### config.mk
export PLATFORM = sky130hd
export DESIGN_NAME = cmp_letter_disp
export DESIGN_NICKNAME = d
export VERILOG_FILES = /design/src/rtl/cmp_disp_pkg.sv /design/src/rtl/mag_cmp.sv /design/src/rtl/flag_sel.sv /design/src/rtl/letter_enc.sv /design/src/rtl/cmp_letter_disp.sv
export SDC_FILE = /design/constraint.sdc
export NUM_CORES = 1
export LEC_CHECK = 0
export BUFFER_PORTS_ARGS = -buffer_cell sky130_fd_sc_hd__buf_2
export CAP_MARGIN = 20
export CELL_PAD_IN_SITES_DETAIL_PLACEMENT = 1
export CELL_PAD_IN_SITES_GLOBAL_PLACEMENT = 1
export CORE_UTILIZATION = 30
export CTS_CLUSTER_SIZE = 24
export DETAILED_ROUTE_END_ITERATION = 10
export HOLD_SLACK_MARGIN = 0.15
export PLACE_DENSITY = 0.83
export SYNTH_ARGS = -nofsm -noshare
export SYNTH_HDL_FRONTEND = slang
export SYNTH_SLANG_ARGS = --single-unit
export TNS_END_PERCENT = 50
### constraint.sdc
create_clock -name clk -period 2.1 [get_ports clk]
set_input_delay 0.105 -clock clk [delete_from_list [all_inputs] [get_ports clk]]
set_output_delay 0.105 -clock clk [all_outputs]
set_load 0.02 [all_outputs]
### src/rtl/cmp_disp_pkg.sv
package cmp_disp_pkg;
  typedef struct packed {
    logic gt;
    logic lt;
    logic eq;
  } cmp_flags_t;

  localparam logic [6:0] SEG_G     = 7'b1000010;
  localparam logic [6:0] SEG_L     = 7'b1000111;
  localparam logic [6:0] SEG_E     = 7'b0000110;
  localparam logic [6:0] SEG_BLANK = 7'b1111111;
endpackage

### src/rtl/mag_cmp.sv
module mag_cmp
  import cmp_disp_pkg::*;
#(
  parameter int W         = 4,
  parameter int IS_SIGNED = 0
) (
  input  logic [W-1:0] a,
  input  logic [W-1:0] b,
  output cmp_flags_t   flags
);
  generate
    if (IS_SIGNED != 0) begin : g_signed
      always_comb begin
        flags.gt = $signed(a) > $signed(b);
        flags.lt = $signed(a) < $signed(b);
        flags.eq = (a == b);
      end
    end else begin : g_unsigned
      always_comb begin
        flags.gt = a > b;
        flags.lt = a < b;
        flags.eq = (a == b);
      end
    end
  endgenerate

  // exactly one flag raised
  always_comb begin
    a_r3_one_flag: assert ($onehot({flags.gt, flags.lt, flags.eq}));
  end
endmodule

### src/rtl/flag_sel.sv
module flag_sel
  import cmp_disp_pkg::*;
(
  input  logic       sel,
  input  cmp_flags_t in0,
  input  cmp_flags_t in1,
  output cmp_flags_t out
);
  always_comb out = sel ? in1 : in0;
endmodule

### src/rtl/letter_enc.sv
module letter_enc
  import cmp_disp_pkg::*;
(
  input  cmp_flags_t flags,
  output logic [6:0] seg_n
);
  always_comb begin
    unique case (1'b1)
      flags.gt: seg_n = SEG_G;
      flags.lt: seg_n = SEG_L;
      flags.eq: seg_n = SEG_E;
      default:  seg_n = SEG_BLANK;
    endcase
  end
endmodule

### src/rtl/cmp_letter_disp.sv
module cmp_letter_disp
  import cmp_disp_pkg::*;
#(
  parameter int OPW    = 4,
  parameter int DIGITS = 4
) (
  input  logic              clk,
  input  logic              rst,
  input  logic [2*OPW-1:0]  sw,
  input  logic              sel_btn,
  output logic [2*OPW-1:0]  led,
  output logic [6:0]        seg,
  output logic              dp,
  output logic [DIGITS-1:0] an
);
  localparam int SWW = 2 * OPW;
  localparam logic [DIGITS-1:0] AN_LIVE = ~DIGITS'(1);

  cmp_flags_t res [2];
  cmp_flags_t chosen;
  logic [6:0] seg_next;

  genvar k;
  generate
    for (k = 0; k < 2; k++) begin : g_cmp
      mag_cmp #(.W(OPW), .IS_SIGNED(k)) u_cmp (
        .a     (sw[SWW-1:OPW]),
        .b     (sw[OPW-1:0]),
        .flags (res[k])
      );
    end
  endgenerate

  flag_sel u_sel (
    .sel (sel_btn),
    .in0 (res[0]),
    .in1 (res[1]),
    .out (chosen)
  );

  letter_enc u_enc (
    .flags (chosen),
    .seg_n (seg_next)
  );

  always_ff @(posedge clk) begin
    if (rst) begin
      led <= '0;
      seg <= SEG_BLANK;
      dp  <= 1'b1;
      an  <= '1;
    end else begin
      led <= sw;
      seg <= seg_next;
      dp  <= 1'b1;
      an  <= AN_LIVE;
    end
  end

  // LEDs follow the switches one cycle later
  a_r6_led_mirror: assert property (@(posedge clk) disable iff (rst)
    1'b1 |=> led == $past(sw));

  // only the rightmost digit enabled, decimal point dark
  a_r5_one_digit: assert property (@(posedge clk) disable iff (rst)
    1'b1 |=> (an == AN_LIVE) && dp);

  // segment bus holds only legal codes
  a_r3_seg_legal: assert property (@(posedge clk) disable iff (rst)
    1'b1 |=> (seg == SEG_G) || (seg == SEG_L) || (seg == SEG_E));

  // a reset cycle blanks the display on the next edge
  a_r7_reset_blank: assert property (@(posedge clk)
    rst |=> (seg == SEG_BLANK) && (an == '1) && (led == '0));
endmodule

==> metrics, run 1 <==
Clock power frac roughly 28%; CP endpoint kind register; CTS clk-pin slew, worst paths 0.08 ns; hold_sp sel_btn; setup slack after layout roughly 0.65 ns; yosys warns 0; gr ovfl total 0; hpwl dp around 800 um; most common cell in the synthesized netlist dfxtp_1; fin crit period between 1 and 1.5 ns; fmax about 690 MHz; Final GP Congestion 0.688; Synth top cells by count 13 x dfxtp_1, 7 x buf_4, 6 x nor2b_1; clk sinks 13; vias post-DR 450; sequential share of power 50.5%; global-route wire length before repair 1.90 mm; crit path launch sw[3]; pwr/cell area just under 700 mW/mm^2; die area around 0.0019 sq mm; multiplexer share of the synthesized area 0%; GR Util All Layers between 10% and 20%; initial antenna violation count 0; maxcap violations 0; RSZ-0062 raised after global routing false; CTS Hold Buffers Added 12; Mean Syn Cell Area roughly 10 sq um; run status finished with violations; hold depth 4; final WL approximately 1.1 mm; Mapped Cells between 50 and 60; Synth area leaders dfxtp_1 50%, buf_4 10%, ha_1 9.7%; setup violators final 0; Layout area overhead 47.8%; effective utilization at floorplan about a third; crit path capture seg[2]$_SDFF_PP1_; clk root buf clkbuf_4; post-synthesis xor/xnor area fraction 0%; logic gate share of total power approximately a fifth; WHS approximately 0.25 ns; synth unique cells 15; CTS tree built; setup_tns 0 ns; Post-Synth Adder-Cell Area 9.71%; synthesized cell area slightly above 500 sq um; post-synthesis compound-gate area fraction under 10%; DRC 7; die height around 43 um; # rows 14; count of final hold-check violations 0; P_sw 141 uW; CP Max Fanout 5; CP required approximately 2.3 ns; ys flop type dfxtp_1; Internal Power approximately 380 uW; drt pass-1 iters 8; #FFs+latches synth 13; Pins Over Slew Limit 0; core region area 0.00156 sq mm; post-synthesis sequential area ratio ~50%; leak pwr 0.000411 uW; crit path kind input pin to register; simple logic cell fraction of the synthesized area between 15 and 20%; final worst-path cycle share between 60% and 70%; Sw Share between 20% and 30%; CTS resizes 0; utilization after layout around 49%; largest net degree at the start of global routing 14; IO Count 31; final-stage net count around 100; data arrival time of the worst path ~1.6 ns; Max IR drop VDD 236 uV; vias in the first global route between 400 and 500; Horiz. Die Dim 43.5 um; Max H-tree Level 1; EDFF count, synth 0; DP Worst Slack 0.894 ns; top-area cell type share of the netlist area 50.5%; PortBufs 25; clock buffer depth 2; total CTS buffers 3; layout cells sized above 1 between 30% and 40%; diode count 0; FFs w/ async S/R, synth 0%; failing checks design-rule violations; largest family of logic cells by synthesized area simple AND/OR/NAND/NOR gates; worst min path class input pin to register; setup bufs post-CTS 0; cell taking the most area after synthesis dfxtp_1; Post-DRT Antenna Nets 0; DRT iter0 DRCs 10; Worst Setup Start Kind input pin; drt wl/cell between 10 and 15 um; drt via density around 4.4
-- how the worst min path moves through the flow --
stage	end	slack [ns]
after floorplan	an[0]$_DFF_P_	0.13
after global placement	led[7]$_SDFF_PP0_	0.34
after detailed placement	led[5]$_SDFF_PP0_	0.34
after CTS	seg[2]$_SDFF_PP1_	0.25
after global routing	seg[2]$_SDFF_PP1_	0.29
final	seg[2]$_SDFF_PP1_	0.25
-- logic make-up (layout without fill, tap and decap cells) --
logic type / Yosys count / count (layout)
buffers and inverters: 14 / 46
other: 1 / 5
and+or+nand+nor: 14 / 14
adders and majority gates: 4 / 4
AOI/OAI and AO/OA: 5 / 5
DFF: 13 / 13
-- routing by layer --
metal	track usage (%)	share of wire, %	vias to the layer above	wire length [um]
li1	-	-	222	-
met4	7.50	0.55	0	6
met5	0	0	-	0
met2	26.1	54	20	585
met1	14.5	39	206	429
met3	2.50	6.5	2	71
-- worst max-delay path: stages --
cell           delay (ns)
dlygate4sd3_1        0.52
buf_2                0.10
inv_1                0.05
ha_1                 0.34
and4_2               0.26
nor3_1               0.15
o21ai_1              0.08
-- placed cells by master (no fill, tap or decap) --
cell / instances
a211o_1: 1
and3b_2: 1
and4_2: 1
buf_2: 25
clkbuf_1: 1
clkbuf_4: 3
conb_1: 5
dfxtp_1: 13
dlygate4sd3_1: 12
ha_1: 4
inv_1: 5
nor2_1: 5
nor2b_1: 6
nor3_1: 1
o211a_1: 1
o211ai_2: 1
o21ai_1: 2
-- registers in the layout (all words and copies together) (netlist names) --
register / cells
an: 1
led: 8
seg: 4
-- power groups by stage --
stage	clock network [uW]	logic (uW)	registers [uW]
final	149	111	264
after global routing	168	122	266
after CTS	155	111	264
after detailed placement	0	94.1	270
after global placement	0	90.9	270
after floorplan	0	50.7	290
-- cell type report --
cell class / instances / area, sq um
fillers: 191 / 797
flip-flops and latches: 13 / 260
repair buffers: 37 / 245
multi-input cells: 28 / 191
clock buffers: 4 / 26.3
well taps: 16 / 20.0
inverters: 5 / 18.8
-- through the flow --
| step | total power (uW) | area (sq um) | std cells |
|---|---|---|---|
| after floorplan | 341 | 531 | 55 |
| after global placement | 361 | 616 | 87 |
| after detailed placement | 364 | 616 | 87 |
| after CTS | 531 | 762 | 103 |
| after global routing | 556 | 762 | 103 |
| final | 524 | 762 | 103 |
(Power assumes the default switching activity.)
==> run 2, diff against run 1 <==
Settings changed: CORE_UTILIZATION 30 to 25, PLACE_DENSITY 0.83 to 0.74.
Clock period 2.1 ns to 1.32 ns, I/O delays scaled along.
==> run 2 against run 1 <==
The run now ends clean. Non-clock buffer count up 4. Critical endpoint is now led[1]$_SDFF_PP0_. First-iteration DRC count down 100%. Clock-buffer cell count unchanged. Hold slack worse by 0.050 ns. Combinational power up 71%. Worst setup slack worse by 0.63 ns. Sequential power up 59%. Critical path type unchanged. Design area up 9.9%.
==> metrics, run 2 (same netlist as run 1, synthesis figures left out) <==
setup slack after layout 0.0202 ns (was 0.649 ns); hpwl dp 686 um (was 803 um); max FFs per register 8 (unchanged); data arrival time of the worst path 1.47 ns (was 1.61 ns); worst min path class input pin to register (unchanged); vias post-DR 460 (was 450); run status completed (was finished with violations); Most flops, register led (unchanged); Max IR drop VDD 332 uV (was 236 uV); number of fill cells in the layout 239 (was 191); final WL 1.10 mm (was 1.09 mm); die height 47.4 um (was 43.5 um); clock buffer depth 2 (unchanged); DP Worst Slack 0.164 ns (was 0.894 ns); Horiz. Die Dim 47.4 um (was 43.5 um); IO Count 31 (unchanged); DRT iter0 DRCs 0 (was 10); drt wl/cell 9.29 um (was 10.6 um); setup violators final 0 (unchanged); CTS tree built (unchanged); vias in the first global route 399 (was 465); CP endpoint kind register (unchanged); effective utilization at floorplan 26.5% (was 33.1%); DRC 0 (was 7); initial antenna violation count 0 (unchanged); Post-DRT Antenna Nets 0 (unchanged); Pins Over Slew Limit 0 (unchanged); most common cell after layout, fill and taps aside buf_2 (unchanged); Max H-tree Level 1 (unchanged); Layout area overhead 62.4% (was 47.8%); drt via density 3.90 (was 4.37); DP Area 629 sq um (was 616 sq um); setup bufs post-CTS 0 (unchanged); total CTS buffers 3 (unchanged); Final GP Congestion 0.650 (was 0.688); core region area 0.00194 sq mm (was 0.00156 sq mm); final-stage net count 107 (was 103); maxcap violations 0 (unchanged); Pwr Total 854 uW (was 524 uW); leak pwr 0.000436 uW (was 0.000411 uW); clk sinks 13 (unchanged); fin crit period approximately 1.3 ns; fin area 837 sq um (was 762 sq um); diode count 0 (unchanged); CP required 1.49 ns (was 2.26 ns); layout cells sized above 1 36.3% (was 35.6%); pwr/cell area 1020 mW/mm^2 (was 687 mW/mm^2); die area 0.00225 sq mm (was 0.00189 sq mm); CTS clk-pin slew, worst paths 0.09 ns (was 0.08 ns); Top Registers led: 8 flops, seg: 4 flops, an: 1 flops (unchanged); # rows 16 (was 14); gr ovfl total 0 (unchanged); Worst Setup Start Kind input pin (unchanged); PortBufs 25 (unchanged); GR Util All Layers 10.1% (was 13.9%); fmax just under 800 MHz; clk root buf clkbuf_4 (unchanged); commonest cells after routing, fill and taps aside 24 x buf_2, 16 x dlygate4sd3_1, 13 x dfxtp_1 (was 25 x buf_2, 13 x dfxtp_1, 12 x dlygate4sd3_1); largest net degree at the start of global routing 14 (unchanged); global-route wire length before repair 1.53 mm (was 1.90 mm); CP Max Fanout 13 (was 5); drt pass-1 iters 1 (was 8); count of final hold-check violations 0 (unchanged); crit path kind input pin to register (unchanged); final worst-path cycle share between 90% and 100%
## run 2: cell types whose count changed in the layout (fill, tap and decap cells not counted), sizes merged
cell         change
dlygate4sd3      +4
buf              -1
clkbuf           +1
## run 2: path summary, 6_finish.rpt
check | slack (ns) | cells after the start | to | start
max | 0.02 | 4 | led[1]$_SDFF_PP0_ | rst
min | 0.20 | 4 | seg[2]$_SDFF_PP1_ | sel_btn
## run 2: through the flow
step | setup TNS, ns | utilization (%) | std cells | hold slack (ns)
final | 0 | 43.1 | 118 | 0.198
after detailed placement | 0 | 32.4 | 98 | 0.295
after CTS | 0 | 42.0 | 118 | 0.186
after floorplan | 0 | - | 55 | 0.0937
after global placement | 0 | 32.4 | 98 | 0.296
after global routing | -0.0890 | 43.1 | 118 | 0.224
## run 2: layout make-up
type / count / area, sq um / share of cell area, %
inverter: 5 / 18.8 / 2.24
multi-input combinational: 28 / 210 / 25.1
tap: 27 / 33.8 / 4.04
timing repair buffer: 41 / 288 / 34.4
sequential: 13 / 260 / 31.1
clock buffer: 4 / 26.3 / 3.14
## run 2: metal layers
layer / vias to the layer above / routed length [um] / GRT usage [%]
met5: - / 0 / 0
met4: 0 / 0 / 5.14
met3: 0 / 80 / 3.40
met2: 21 / 577 / 18.6
met1: 210 / 438 / 10.0
li1: 229 / - / -
## run 2: timing repair
item | in CTS | in global routing
endpoints found under the hold margin | 10 | 0
hold buffers | 16 | 0
endpoints found under the setup margin | 0 | 9
gates resized for setup | 0 | 4
## run 2: worst max-delay path, stage by stage
cell,delay [ns]
dlygate4sd3_1,0.55
clkbuf_4,0.23
nor2_1,0.06
dlygate4sd3_1,0.55
## run 2: where the power goes
group / total [uW] / switching, uW / internal (uW)
Combinational: 190 / 101 / 89.2
Sequential: 421 / 5.20 / 415
Clock: 243 / 126 / 117
Total: 854 / 232 / 622
